[src/rtl/vfd_dim_pkg.sv]
package vfd_dim_pkg;

  typedef enum logic {
    SLOT_A = 1'b0,
    SLOT_B = 1'b1
  } slot_e;

  localparam int unsigned DIGITS = 2;

endpackage

[src/rtl/vfd_frame_counter.sv]
module vfd_frame_counter #(
  parameter int unsigned FRAME_W = 12
) (
  input  logic               clk,
  input  logic               rst,
  input  logic               halt,
  input  logic               tick,
  output logic [FRAME_W-1:0] cnt,
  output logic               wrap
);

  localparam logic [FRAME_W-1:0] LAST = {FRAME_W{1'b1}};

  assign wrap = tick && (cnt == LAST);

  always_ff @(posedge clk) begin
    if (rst || halt) begin
      cnt <= '0;
    end else if (tick) begin
      cnt <= cnt + 1'b1;
    end
  end

  AST_CNT_HOLD: assert property (@(posedge clk) disable iff (rst)
    (!halt && !tick) |=> $stable(cnt));

  AST_CNT_RESTART: assert property (@(posedge clk) disable iff (rst)
    halt |=> (cnt == '0));

endmodule

[src/rtl/vfd_shadow_regs.sv]
module vfd_shadow_regs #(
  parameter int unsigned DIM_W = 10,
  parameter int unsigned SEG_N = 41
) (
  input  logic             clk,
  input  logic             rst,
  input  logic             halt,
  input  logic             load,
  input  logic [DIM_W-1:0] dim_in,
  input  logic [SEG_N-1:0] seg_a_in,
  input  logic [SEG_N-1:0] seg_b_in,
  output logic [DIM_W-1:0] dim_q,
  output logic [SEG_N-1:0] seg_a_q,
  output logic [SEG_N-1:0] seg_b_q
);

  localparam logic [DIM_W-1:0] DIM_TOP = {{(DIM_W-1){1'b1}}, 1'b0};

  logic [DIM_W-1:0] dim_clamped;

  assign dim_clamped = (&dim_in) ? DIM_TOP : dim_in;

  always_ff @(posedge clk) begin
    if (rst) begin
      dim_q   <= '0;
      seg_a_q <= '0;
      seg_b_q <= '0;
    end else if (halt || load) begin
      dim_q   <= dim_clamped;
      seg_a_q <= seg_a_in;
      seg_b_q <= seg_b_in;
    end
  end

  AST_SHADOW_FRAME_ONLY: assert property (@(posedge clk) disable iff (rst)
    (!halt && !load) |=> ($stable(dim_q) && $stable(seg_a_q) && $stable(seg_b_q)));

  AST_DIM_LEGAL: assert property (@(posedge clk) disable iff (rst)
    (halt || load) |=> !(&dim_q));

endmodule

[src/rtl/vfd_digit_window.sv]
module vfd_digit_window #(
  parameter int unsigned DIM_W      = 10,
  parameter int unsigned GUARD_LOG2 = 1
) (
  input  logic [DIM_W+GUARD_LOG2-1:0] pos,
  input  logic [DIM_W-1:0]            dim,
  output logic                        lit
);

  localparam int unsigned SLOT_W = DIM_W + GUARD_LOG2;
  localparam logic [SLOT_W:0] GUARD = (SLOT_W+1)'(1) << GUARD_LOG2;

  logic [SLOT_W:0] stop_pos;
  logic [SLOT_W:0] pos_ext;

  assign pos_ext  = {1'b0, pos};
  assign stop_pos = ((SLOT_W+1)'(dim) + 1'b1) << GUARD_LOG2;
  assign lit      = (pos_ext >= GUARD) && (pos_ext < stop_pos);

endmodule

[src/rtl/vfd_dimmer_timing.sv]
module vfd_dimmer_timing #(
  parameter int unsigned DIM_W      = 10,
  parameter int unsigned GUARD_LOG2 = 1,
  parameter int unsigned SEG_N      = 41
) (
  input  logic             clk,
  input  logic             rst,
  input  logic             tick,
  input  logic             blank_n,
  input  logic [1:0]       sleep_sel,
  input  logic [DIM_W-1:0] dim_in,
  input  logic [SEG_N-1:0] seg_a_in,
  input  logic [SEG_N-1:0] seg_b_in,
  output logic [1:0]       digit_out,
  output logic [SEG_N-1:0] seg_out
);
  import vfd_dim_pkg::*;

  localparam int unsigned SLOT_W  = DIM_W + GUARD_LOG2;
  localparam int unsigned FRAME_W = SLOT_W + 1;
  localparam logic [SLOT_W-1:0] GUARD = SLOT_W'(1) << GUARD_LOG2;

  logic               halt;
  logic [FRAME_W-1:0] cnt;
  logic               wrap;
  logic [DIM_W-1:0]   dim_q;
  logic [SEG_N-1:0]   seg_a_q;
  logic [SEG_N-1:0]   seg_b_q;
  logic               lit;
  slot_e              slot;
  logic [SLOT_W-1:0]  pos;
  logic [SEG_N-1:0]   seg_nxt;
  logic [DIGITS-1:0]  digit_nxt;

  assign halt = !blank_n || (sleep_sel != 2'b00);
  assign slot = slot_e'(cnt[FRAME_W-1]);
  assign pos  = cnt[SLOT_W-1:0];

  vfd_frame_counter #(.FRAME_W(FRAME_W)) u_cnt (
    .clk  (clk),
    .rst  (rst),
    .halt (halt),
    .tick (tick),
    .cnt  (cnt),
    .wrap (wrap)
  );

  vfd_shadow_regs #(.DIM_W(DIM_W), .SEG_N(SEG_N)) u_shadow (
    .clk      (clk),
    .rst      (rst),
    .halt     (halt),
    .load     (wrap),
    .dim_in   (dim_in),
    .seg_a_in (seg_a_in),
    .seg_b_in (seg_b_in),
    .dim_q    (dim_q),
    .seg_a_q  (seg_a_q),
    .seg_b_q  (seg_b_q)
  );

  vfd_digit_window #(.DIM_W(DIM_W), .GUARD_LOG2(GUARD_LOG2)) u_win (
    .pos (pos),
    .dim (dim_q),
    .lit (lit)
  );

  assign digit_nxt[0] = lit && (slot == SLOT_A);
  assign digit_nxt[1] = lit && (slot == SLOT_B);

  for (genvar i = 0; i < SEG_N; i++) begin : g_seg
    assign seg_nxt[i] = (digit_nxt[0] && seg_a_q[i]) || (digit_nxt[1] && seg_b_q[i]);
  end

  always_ff @(posedge clk) begin
    if (rst || halt) begin
      digit_out <= '0;
      seg_out   <= '0;
    end else begin
      digit_out <= digit_nxt;
      seg_out   <= seg_nxt;
    end
  end

  AST_DIGIT_EXCL: assert property (@(posedge clk) disable iff (rst)
    !(digit_out[0] && digit_out[1]));

  AST_SEG_GATED: assert property (@(posedge clk) disable iff (rst)
    (digit_out == 2'b00) |-> (seg_out == '0));

  AST_GUARD_DARK: assert property (@(posedge clk) disable iff (rst)
    (pos < GUARD) |=> (digit_out == 2'b00));

  AST_HALT_DARK: assert property (@(posedge clk) disable iff (rst)
    halt |=> ((digit_out == 2'b00) && (seg_out == '0)));

  AST_B_SECOND_HALF: assert property (@(posedge clk) disable iff (rst)
    (!halt && !cnt[FRAME_W-1]) |=> !digit_out[1]);

endmodule

[config.mk]
export PLATFORM = sky130hd
export DESIGN_NAME = vfd_dimmer_timing
export DESIGN_NICKNAME = d
export VERILOG_FILES = /design/src/rtl/vfd_dim_pkg.sv /design/src/rtl/vfd_frame_counter.sv /design/src/rtl/vfd_shadow_regs.sv /design/src/rtl/vfd_digit_window.sv /design/src/rtl/vfd_dimmer_timing.sv
export SDC_FILE = /design/constraint.sdc
export NUM_CORES = 1
export LEC_CHECK = 0
export ABC_AREA = 1
export CAP_MARGIN = 20
export CORE_ASPECT_RATIO = 1.25
export CORE_UTILIZATION = 45
export CTS_CLUSTER_DIAMETER = 60
export DETAILED_ROUTE_END_ITERATION = 8
export HOLD_SLACK_MARGIN = 0.02
export PLACE_DENSITY_LB_ADDON = 0.12
export SYNTH_ARGS = -nofsm -noshare
export SYNTH_HDL_FRONTEND = slang
export SYNTH_HIERARCHICAL = 1
export SYNTH_SLANG_ARGS = --single-unit
[constraint.sdc]
create_clock -name clk -period 2.75 [get_ports clk]
set_clock_uncertainty 0.05 [all_clocks]
set_input_delay 0.275 -clock clk [delete_from_list [all_inputs] [get_ports clk]]
set_output_delay 0.275 -clock clk [all_outputs]
set_load 0.02 [all_outputs]
After elaboration in Yosys (flattened, before gate mapping)
Cells that the tools add are included.
{"block": "totals", "regBits": 147, "in_bits": 98, "out_inout_bits": 43, "wordCells": 146}
{"block": "classes", "addsub": 2, "order_cmp": 2, "n_eq_ne": 1, "n_mux": 1, "bitwise": 1, "reduce_logical": 133}
{"operator": "logical AND 1 bit", "n": 86}
{"operator": "logical OR 1 bit", "n": 44}
{"operator": "adder 12 x 1 -> 12 bit, second input constant", "n": 1}
{"operator": "equality test 12 bit, second input constant", "n": 1}
{"operator": "less-than comparator 11 x 12 -> 1 bit", "n": 1}
{"operator": "adder 10 x 1 -> 11 bit, second input constant", "n": 1}
{"operator": ">= comparator 11 x 2 -> 1 bit, second input constant", "n": 1}
{"operator": "2-to-1 mux 10 bit", "n": 1}
{"operator": "AND reduction 10 bit", "n": 1}
{"operator": "nonzero test 2 bit", "n": 1}
{"operator": "logical NOT 1 bit", "n": 1}
{"operator": "NOT 1 bit", "n": 1}

Longest topological paths before layout
Gate-level depths: netlist (run 1).
{"block": "depth", "ltp_word": 6, "mapped_depth": 17, "mapped_depth_nobuf": 15}

Hierarchy
The synthesis (run 1) kept the hierarchy.
{"module": "vfd_shadow_regs", "instances": 1, "cells_each": 409, "area_per_inst_um2": 3260.6, "seq_area_each_um2": 1841.8}
{"module": "vfd_dimmer_timing", "instances": 1, "cells_each": 238, "area_per_inst_um2": 1860.5, "seq_area_each_um2": 860.8}
{"module": "vfd_frame_counter", "instances": 1, "cells_each": 87, "area_per_inst_um2": 586.8, "seq_area_each_um2": 240.2}
{"module": "vfd_digit_window", "instances": 1, "cells_each": 75, "area_per_inst_um2": 449.2, "seq_area_each_um2": 0.0}

Least setup slack after synthesis (run 1)
Ideal clock, no wire load.
{"block": "synth_path", "kind": "flip-flop to flip-flop", "from": "register u_shadow.dim_q[0]", "to": "register seg_out[25]", "setup_time_ns": 0.066, "t_arrival_ns": 2.273, "t_required_ns": 2.634, "path_slack_ns": 0.361, "path_stages_with_launch": 15, "path_buffers": 2, "synth_period_minus_slack_ns": 2.389, "path_cell_list": "dfxtp_1 -> ha_1 -> nand3_2 -> nor3_1 -> xor2_1 -> ha_1 -> a21o_2 -> nand3_1 -> nand3_1 -> nor2_1 -> buf_6 -> buf_4 -> nand3_1 -> nand2_1 -> nor2b_1"}
{"block": "synth_via", "elab_chain_len": 6, "word_cells_on_any_way": 8, "classes_between": "add/sub: 1; order compare: 1; reduce/logical: 6"}
{"item": "start, declared", "line": "vfd_shadow_regs.sv:12", "source": "output logic [DIM_W-1:0] dim_q,"}
{"item": "start signal, assigned", "line": "vfd_shadow_regs.sv:29", "source": "dim_q <= dim_clamped;"}
{"item": "adder 10 x 1 -> 11 bit (*)", "line": "vfd_digit_window.sv:17", "source": "assign stop_pos = ((SLOT_W+1)'(dim) + 1'b1) << GUARD_LOG2;"}
{"item": "less-than comparator 11 x 12 -> 1 bit (*)", "line": "vfd_digit_window.sv:18", "source": "assign lit = (pos_ext >= GUARD) && (pos_ext < stop_pos);"}
{"item": "logical AND 1 bit (*)", "line": "vfd_digit_window.sv:18"}
{"item": "named net lit", "line": "vfd_dimmer_timing.sv:29", "source": "logic lit;"}
{"item": "logical AND 1 bit (on tied branches)", "line": "vfd_dimmer_timing.sv:67, vfd_dimmer_timing.sv:68"}
{"item": "logical AND 1 bit", "line": "vfd_dimmer_timing.sv:71", "source": "assign seg_nxt[i] = (digit_nxt[0] && seg_a_q[i]) || (digit_nxt[1] && seg_b_q[i]);"}
{"item": "logical OR 1 bit (*)", "line": "vfd_dimmer_timing.sv:71"}
{"item": "end signal, assigned", "line": "vfd_dimmer_timing.sv:80", "source": "seg_out <= seg_nxt;"}
{"item": "end, declared", "line": "vfd_dimmer_timing.sv:15", "source": "output logic [SEG_N-1:0] seg_out"}
The timed path passes the listed nets; every way through them passes the cells marked *.
A chain may end at the register's enable or synchronous reset.

Final worst setup path (run 1)
{"block": "layout_path", "from": "register u_shadow.dim_q[0]", "to": "register seg_out[20]"}
The elaborated chain is that of the path after synthesis.

==> impl_results.md, run 1 <==
- Netlist cell types: 28
- Syn_area_per_cell: 7.611 µm²
- Worst VDD drop: 0.3284 mV
- Layout area overhead: 35.18%
- Initial antenna violation count: 0
- Die Wd: 106.6 µm
- Clk sink count: 147
- Final net count: 1,039
- Multi-input gate area: 2801 µm²
- Hold path depth: 3
- Remaining antenna violation count: 0
- CTS Buffer Depth: 2
- Root Buffer: clkbuf_16
- Die Y: 132.8 µm
- Setup violations, final: 0
- Worst EP arrival: 2.86 ns
- Slowest-stage cell, CP: dfxtp_2
- I/O pin count: 141
- Cell count after synthesis: 809
- Worst-path cell chain: ha_4 > nand3_4 > nor2_4 > xnor2_1 > ha_1 > nand2_1 > inv_1 > nand2_1 > nand2_1 > a21oi_1 > nor2_1 > nor2_4 > buf_12 > clkbuf_16 > nand3_1 > nand2_1 > nor2b_1
- Period utilisation layout: 0.9314
- Max-Slew Margin vs Limit: 0.4861
- Worst-path maximum fanout: 25
- Core Util, Final: 0.6262
- Drt drc: 0
- Final wirelength: 15,910 µm
- Final RePlAce weighted congestion: 0.8477
- HP Start: dim_in[2]
- CP Launch Type: flip-flop
- Post-DP HPWL: 10,140 µm
- Clk slew on worst S/H paths: 0.06 ns
- Die area: 14,160 µm²
- Mapped Nets: 918
- TritonCTS Buffers: 17
- Hold Crit Class: input port to flip-flop
- FF-to-FF Start: u_shadow/dim_q[0]
- Final hold vios: 0
- CTS H-tree depth: 4
- Sw Share: 0.2224
- Most used cell, CP: nand2_1
- LEAKAGE: 3.530 nW
- All-layer global routing usage: 0.2299
- Max Freq: 390.4 MHz
- Max stage delay on crit path: 0.39 ns
- Crit. End Element: flip-flop
- Worst-Skew Late Latency: 0.41 ns
- Total chip power: 5.113 mW
- Yosys reg bits: 147
- DR vias: 5,550
- Worst R2R End: seg_out[20]
- Share of cells above drive strength 1: 0.07529
- Worst R2R Path Depth: 17
- CTS tree: built
- MaxCap Viol Count: 0
- Net switching power: 1.137 mW
- Initial DRC count: 275
- Worst-margin pin slew: 0.7698 ns
- Largest net degree at the start of global routing: 68
- Routed wire length per instance: 14.28 µm
- Mapped Area: 6157 µm²
- Drt pass-1 iters: 5
- Core Rows: 47
- Flop2flop setup slack: 0.19 ns
- Vias in the first global route: 5,442
- Gr ovfl total: 0
- Critical Path RT: 3.05 ns
- WHS Endpoint: u_shadow/dim_q[2]
- WS Path Type: flip-flop to flip-flop
- CTS Hold Bufs: 0
- Post-layout min period: 2.561 ns
- Slew Limit Fails: 0
- Starting density of the core: 0.4633
- Gate power share: 0.069
- Sequential fraction of design power: 0.446
- ANT cells: 0
- IO buf count: 140
- Fin cells: 1,114
- Worst Path Buf+Inv: 3
- Filler Cells Inserted: 1,181
- Sequential share of the synthesized area: 0.4780
- Reg area: 2953 µm²
- Cells after DPL: 1,079
- Internal Power: 3.976 mW
- CORE AREA: 13,290 µm²
- Clock share of power: 0.485
- Vias per cell: 4.982
- Power density cells: 614.4 nW/µm²
- Status: finished clean
- Syn. warnings: 6
- First-pass GRT wire length: 25,700 µm
- Top delay family on crit path: simple AND/OR/NAND/NOR gates
[Yosys cell counts]
master	n	area, µm²
clkbuf_1	9	33.78
o21ai_0	77	385.4
nor2b_1	41	256.5
nand4_1	5	31.28
inv_1	25	93.84
ha_1	11	137.6
nand3_2	3	30.03
buf_2	12	60.06
o21bai_2	1	11.26
nor3_1	4	20.02
o21ai_1	12	60.06
a21o_2	1	8.760
inv_2	3	11.26
buf_6	10	112.6
nor2_2	3	18.77
nor3b_1	1	7.510
clkbuf_4	4	30.03
a21oi_1	15	75.07
dfxtp_1	147	2943
nand2_1	99	371.6
nand3_1	90	450.4
nor2_1	206	773.2
nand2_2	4	25.02
nor2_4	2	22.52
xor2_1	5	43.79
buf_4	15	112.6
xnor2_1	3	26.28
clkbuf_2	1	5.000
[area by class of cell]
type,count,share of cell area
inverters,28,0.01263
clock inverters,13,0.02375
well taps,171,0.02571
clock buffers,19,0.05322
repair buffers,153,0.1933
flip-flops and latches,147,0.3548
multi-input cells,583,0.3366
[registers in the layout (all words and copies together), names as in the netlist]
signal	flops
digit_out	2
seg_out	41
u_cnt/cnt	12
u_shadow/dim_q	10
u_shadow/seg_a_q	41
u_shadow/seg_b_q	41
[cell usage in the layout, fill, tap and decap left out, types with 5 or more instances in the layout]
master	instances
nand4_1	5
nand3_1	90
inv_1	25
o21ai_1	12
a21oi_1	15
nor2_1	204
dfxtp_2	5
buf_4	5
nor2b_1	41
o21ai_0	77
clkdlybuf4s50_1	140
xor2_1	5
buf_12	6
nand2_1	99
dfxtp_1	141
ha_1	10
clkbuf_16	19
[worst reg2reg max path, stage by stage, from the launching register on]
cell and delay (ns):
dfxtp_2 0.39, ha_4 0.17, nand3_4 0.11, nor2_4 0.12
xnor2_1 0.13, ha_1 0.26, nand2_1 0.09, inv_1 0.05
nand2_1 0.06, nand2_1 0.05, a21oi_1 0.15, nor2_1 0.09
nor2_4 0.11, buf_12 0.14, clkbuf_16 0.20, nand3_1 0.10
nand2_1 0.10, nor2b_1 0.12
[through the flow]
stage / worst slack, ns / hold slack (ns) / cell area [µm²] / setup TNS, ns
global route: -0.005848 / 0.4040 / 8323 / -0.01436
finish: 0.1888 / 0.3943 / 8323 / 0
CTS: 0.02121 / 0.3859 / 8210 / 0
floorplan: 0.3606 / 0.2941 / 6157 / 0
detailed placement: 0.04290 / 0.4212 / 7570 / 0
global placement: 0.1681 / 0.4155 / 7570 / 0
[how the worst max path moves through the flow]
stage / startpoint / endpoint / slack (ns) / depth (start not counted)
3_3_place_gp: u_shadow/dim_q[0] / seg_out[6] / 0.17 / 13
2_1_floorplan: u_shadow/dim_q[0] / seg_out[25] / 0.36 / 14
4_1_cts: u_shadow/dim_q[0] / seg_out[37] / 0.02 / 13
6_report: u_shadow/dim_q[0] / seg_out[20] / 0.19 / 17
5_1_grt: u_shadow/dim_q[2] / seg_out[38] / -0.006 / 17
3_5_place_dp: u_shadow/dim_q[0] / seg_out[37] / 0.04 / 13
[routing by layer]
layer	track usage	routed length [µm]
met1	0.2726	6771
met5	0	0
met2	0.4007	8055
met3	0.04975	803
met4	0.08980	282
[power by group through the flow]
stage          clock network [mW]  logic (mW)  registers [mW]
2_1_floorplan                   0       0.169            2.31
3_3_place_gp                    0       0.342            2.32
3_5_place_dp                    0       0.349            2.32
4_1_cts                      2.52       0.353            2.28
5_1_grt                      2.61       0.394            2.29
6_report                     2.48       0.354            2.28
[logic make-up (layout without fill, tap and decap cells)]
group / count (synthesis) / count (layout) / synth area share
AND/OR/NAND/NOR: 458 / 458 / 0.3260
AO/OA/AOI/OAI: 106 / 106 / 0.08779
adder cells (fa/ha/maj): 11 / 11 / 0.02235
flip-flops: 147 / 147 / 0.4780
buffers and inverters: 79 / 213 / 0.07458
XOR/XNOR: 8 / 8 / 0.01138
[repair_timing]
action,in CTS,in global routing
setup endpoints to repair,0,43
gates resized for setup,0,12
setup buffers,0,1
(Power assumes the default switching activity.)
==> run 2, diff against run 1 <==
Settings changed: CORE_MARGIN from default to 10.
Clock period 2.75 ns to 3.25 ns, I/O delays scaled along.
==> run 2 against run 1 <==
Against the previous run: first-iteration DRC count rose by 59%; non-clock buffer count fell by 6; fmax decreased by 8.9%; flip-flop and latch count stayed put; power down 15%; cell count decreased by 0.45%; final area shrank 1.7%; global-route usage down 5.9 points; clock power fell by 14%; combinational power decreased by 18%; wire length rose by 2.1%; critical path depth decreased by 4.
==> impl_results.md, run 2 (same netlist as run 1, synthesis figures left out) <==
- IO buf count: 140 (unchanged)
- Initial DRC count: 438 (was 275)
- Setup bufs post-CTS: 0 (unchanged)
- Worst-margin pin slew: 0.8112 ns (was 0.7698 ns)
- Critical Path RT: 3.55 ns (was 3.05 ns)
- Reg area: 2944 µm² (was 2953 µm²)
- Worst-path cell chain: ha_1 > nand3_2 > nor3_1 > xor2_1 > ha_1 > a21o_2 > nand3_1 > nand3_1 > nor2_4 > buf_12 > nand3_1 > nand2_1 > nor2b_1 (was ha_4 > nand3_4 > nor2_4 > xnor2_1 > ha_1 > nand2_1 > inv_1 > nand2_1 > nand2_1 > a21oi_1 > nor2_1 > nor2_4 > buf_12 > clkbuf_16 > nand3_1 > nand2_1 > nor2b_1)
- Die area: 18,790 µm² (was 14,160 µm²)
- Clk slew on worst S/H paths: 0.06 ns (about the same)
- Post-DP HPWL: 11,050 µm (was 10,140 µm)
- Max stage delay on crit path: 0.40 ns (was 0.39 ns)
- Grt met1 use: 0.1982 (was 0.2726)
- Core Util, Final: 0.6128 (was 0.6262)
- Vias in the first global route: 5,335 (was 5,442)
- Post-layout min period: 2.812 ns (was 2.561 ns)
- Clk sink count: 147 (unchanged)
- Root Buffer: clkbuf_16 (unchanged)
- Power density cells: 532.1 nW/µm² (was 614.4 nW/µm²)
- CTS tree: built (unchanged)
- TritonCTS Buffers: 17 (unchanged)
- Final wirelength: 16,250 µm (was 15,910 µm)
- Crit. End Element: flip-flop (unchanged)
- Die Wd: 124.6 µm (was 106.6 µm)
- CTS H-tree depth: 4 (unchanged)
- Layout area overhead: 32.86% (was 35.18%)
- Filler Cells Inserted: 1,218 (was 1,181)
- Top Usage Layer GRT: met2 (unchanged)
- Drt pass-1 iters: 5 (unchanged)
- Status: finished clean (unchanged)
- All-layer global routing usage: 0.1713 (was 0.2299)
- DR vias: 5,501 (was 5,550)
- Worst-path maximum fanout: 84 (was 25)
- Most used cell, CP: nand3_1 (was nand2_1)
- Worst EP arrival: 3.11 ns (was 2.86 ns)
- Post-CTS Resized: 0 (unchanged)
- Largest regs: seg_out (41), u_shadow/seg_a_q (41), u_shadow/seg_b_q (41) (unchanged)
- Slew Limit Fails: 0 (unchanged)
- Die Y: 150.8 µm (was 132.8 µm)
- Vias per cell: 4.960 (was 4.982)
- Period utilisation layout: 0.8652 (was 0.9314)
- Setup violations, final: 0 (unchanged)
- LEAKAGE: 3.475 nW (was 3.530 nW)
- Final net count: 1,033 (was 1,039)
- Starting density of the core: 0.4612 (was 0.4633)
- Worst VDD drop: 0.2813 mV (was 0.3284 mV)
- Core Rows: 47 (unchanged)
- Worst Path Buf+Inv: 1 (was 3)
- Share of cells above drive strength 1: 0.06083 (was 0.07529)
- Gr ovfl total: 0 (unchanged)
- Final RePlAce weighted congestion: 0.8086 (was 0.8477)
- Setup TNS: 0 ns (unchanged)
- RSZ-0062 raised after global routing: no
- Met3 GRT Util: 0.03881 (was 0.04975)
- Final hold vios: 0 (unchanged)
- Commonest non-fill, non-tap cell in the layout: nor2_1 (unchanged)
- Largest net degree at the start of global routing: 92 (was 68)
- Hold Crit Class: flip-flop to flip-flop (was input port to flip-flop)
- Remaining antenna violation count: 0 (unchanged)
- Initial antenna violation count: 1 (was 0)
- Most frequent cells in the layout: 205 x nor2_1, 146 x dfxtp_1, 140 x clkdlybuf4s50_1 (was 204 x nor2_1, 141 x dfxtp_1, 140 x clkdlybuf4s50_1)
- CORE AREA: 13,350 µm² (was 13,290 µm²)
- Multi-input gate area: 2768 µm² (was 2801 µm²)
- I/O pin count: 141 (unchanged)
- Global routing usage on met2: 0.3039 (was 0.4007)
- CTS Buffer Depth: 2 (unchanged)
- MaxCap Viol Count: 0 (unchanged)
- Top delay family on crit path: simple AND/OR/NAND/NOR gates (unchanged)
- Drt drc: 0 (unchanged)
- First-pass GRT wire length: 26,740 µm (was 25,700 µm)
- CTS Hold Bufs: 0 (unchanged)
- Slowest-stage cell, CP: dfxtp_1 (was dfxtp_2)
- Routed wire length per instance: 14.65 µm (was 14.28 µm)
- Worst-Skew Late Latency: 0.41 ns (about the same)
- Max Freq: 355.6 MHz (was 390.4 MHz)
- WS Path Type: flip-flop to flip-flop (unchanged)
- CP Launch Type: flip-flop (unchanged)
- Max-Slew Margin vs Limit: 0.4592 (was 0.4861)
[run 2: cell types whose count changed in the layout (fill, tap and decap cells not counted), sizes merged]
| cell | previous run | this run |
|---|---|---|
| clkbuf | 21 | 18 |
| clkinv | 2 | 5 |
| bufinv | 4 | 5 |
| clkinvlp | 3 | 2 |
| inv | 32 | 30 |
| buf | 11 | 7 |
| diode | 0 | 1 |
[run 2: tightest hold or removal path: stages (launching register included)]
cell and delay, ns:
dfxtp_1 0.32, nor2_1 0.05, nor2_1 0.08
[run 2: area by class of cell]
| class | instances | share of cell area |
|---|---|---|
| clock inverter | 14 | 0.02768 |
| inverter | 28 | 0.01285 |
| multi-input combinational | 583 | 0.3383 |
| sequential | 147 | 0.3599 |
| clock buffer | 18 | 0.05246 |
| timing repair buffer | 147 | 0.1823 |
| antenna | 1 | 0.0003059 |
| tap | 171 | 0.02615 |
[run 2: worst paths after layout]
kind	startpoint	end	slack [ns]	cells after the start
worst max register to register	u_shadow/dim_q[0]	seg_out[37]	0.44	13
worst min register to register	u_shadow/seg_b_q[37]	u_shadow/seg_b_q[37]	0.43	2
worst max-delay path	u_shadow/dim_q[0]	seg_out[37]	0.44	13
worst min-delay path	u_shadow/seg_b_q[37]	u_shadow/seg_b_q[37]	0.43	2
[run 2: metal layers]
| layer | wire (µm) | up-vias |
|---|---|---|
| li1 | - | 2831 |
| met1 | 6929 | 2530 |
| met2 | 8408 | 122 |
| met3 | 685 | 18 |
| met4 | 226 | 0 |
| met5 | 0 | - |
[run 2: power by group]
| part | leakage, nW | internal (mW) | switching, mW |
|---|---|---|---|
| clock network | 0.311 | 1.37 | 0.765 |
| logic | 1.95 | 0.157 | 0.133 |
| registers | 1.21 | 1.88 | 0.0437 |
| total | 3.47 | 3.41 | 0.942 |
[run 2: per-stage QoR]
stage	cells	instance area [µm²]	setup slack, ns	power, mW	hold slack [ns]
detailed placement	1075	7502	0.4413	2.253	0.4211
finish	1109	8180	0.4381	4.352	0.4311
global placement	1075	7502	0.6019	2.243	0.4136
global route	1109	8180	0.1367	4.520	0.4490
CTS	1107	8158	0.4002	4.387	0.4345
floorplan	809	6157	0.8606	2.097	0.3441
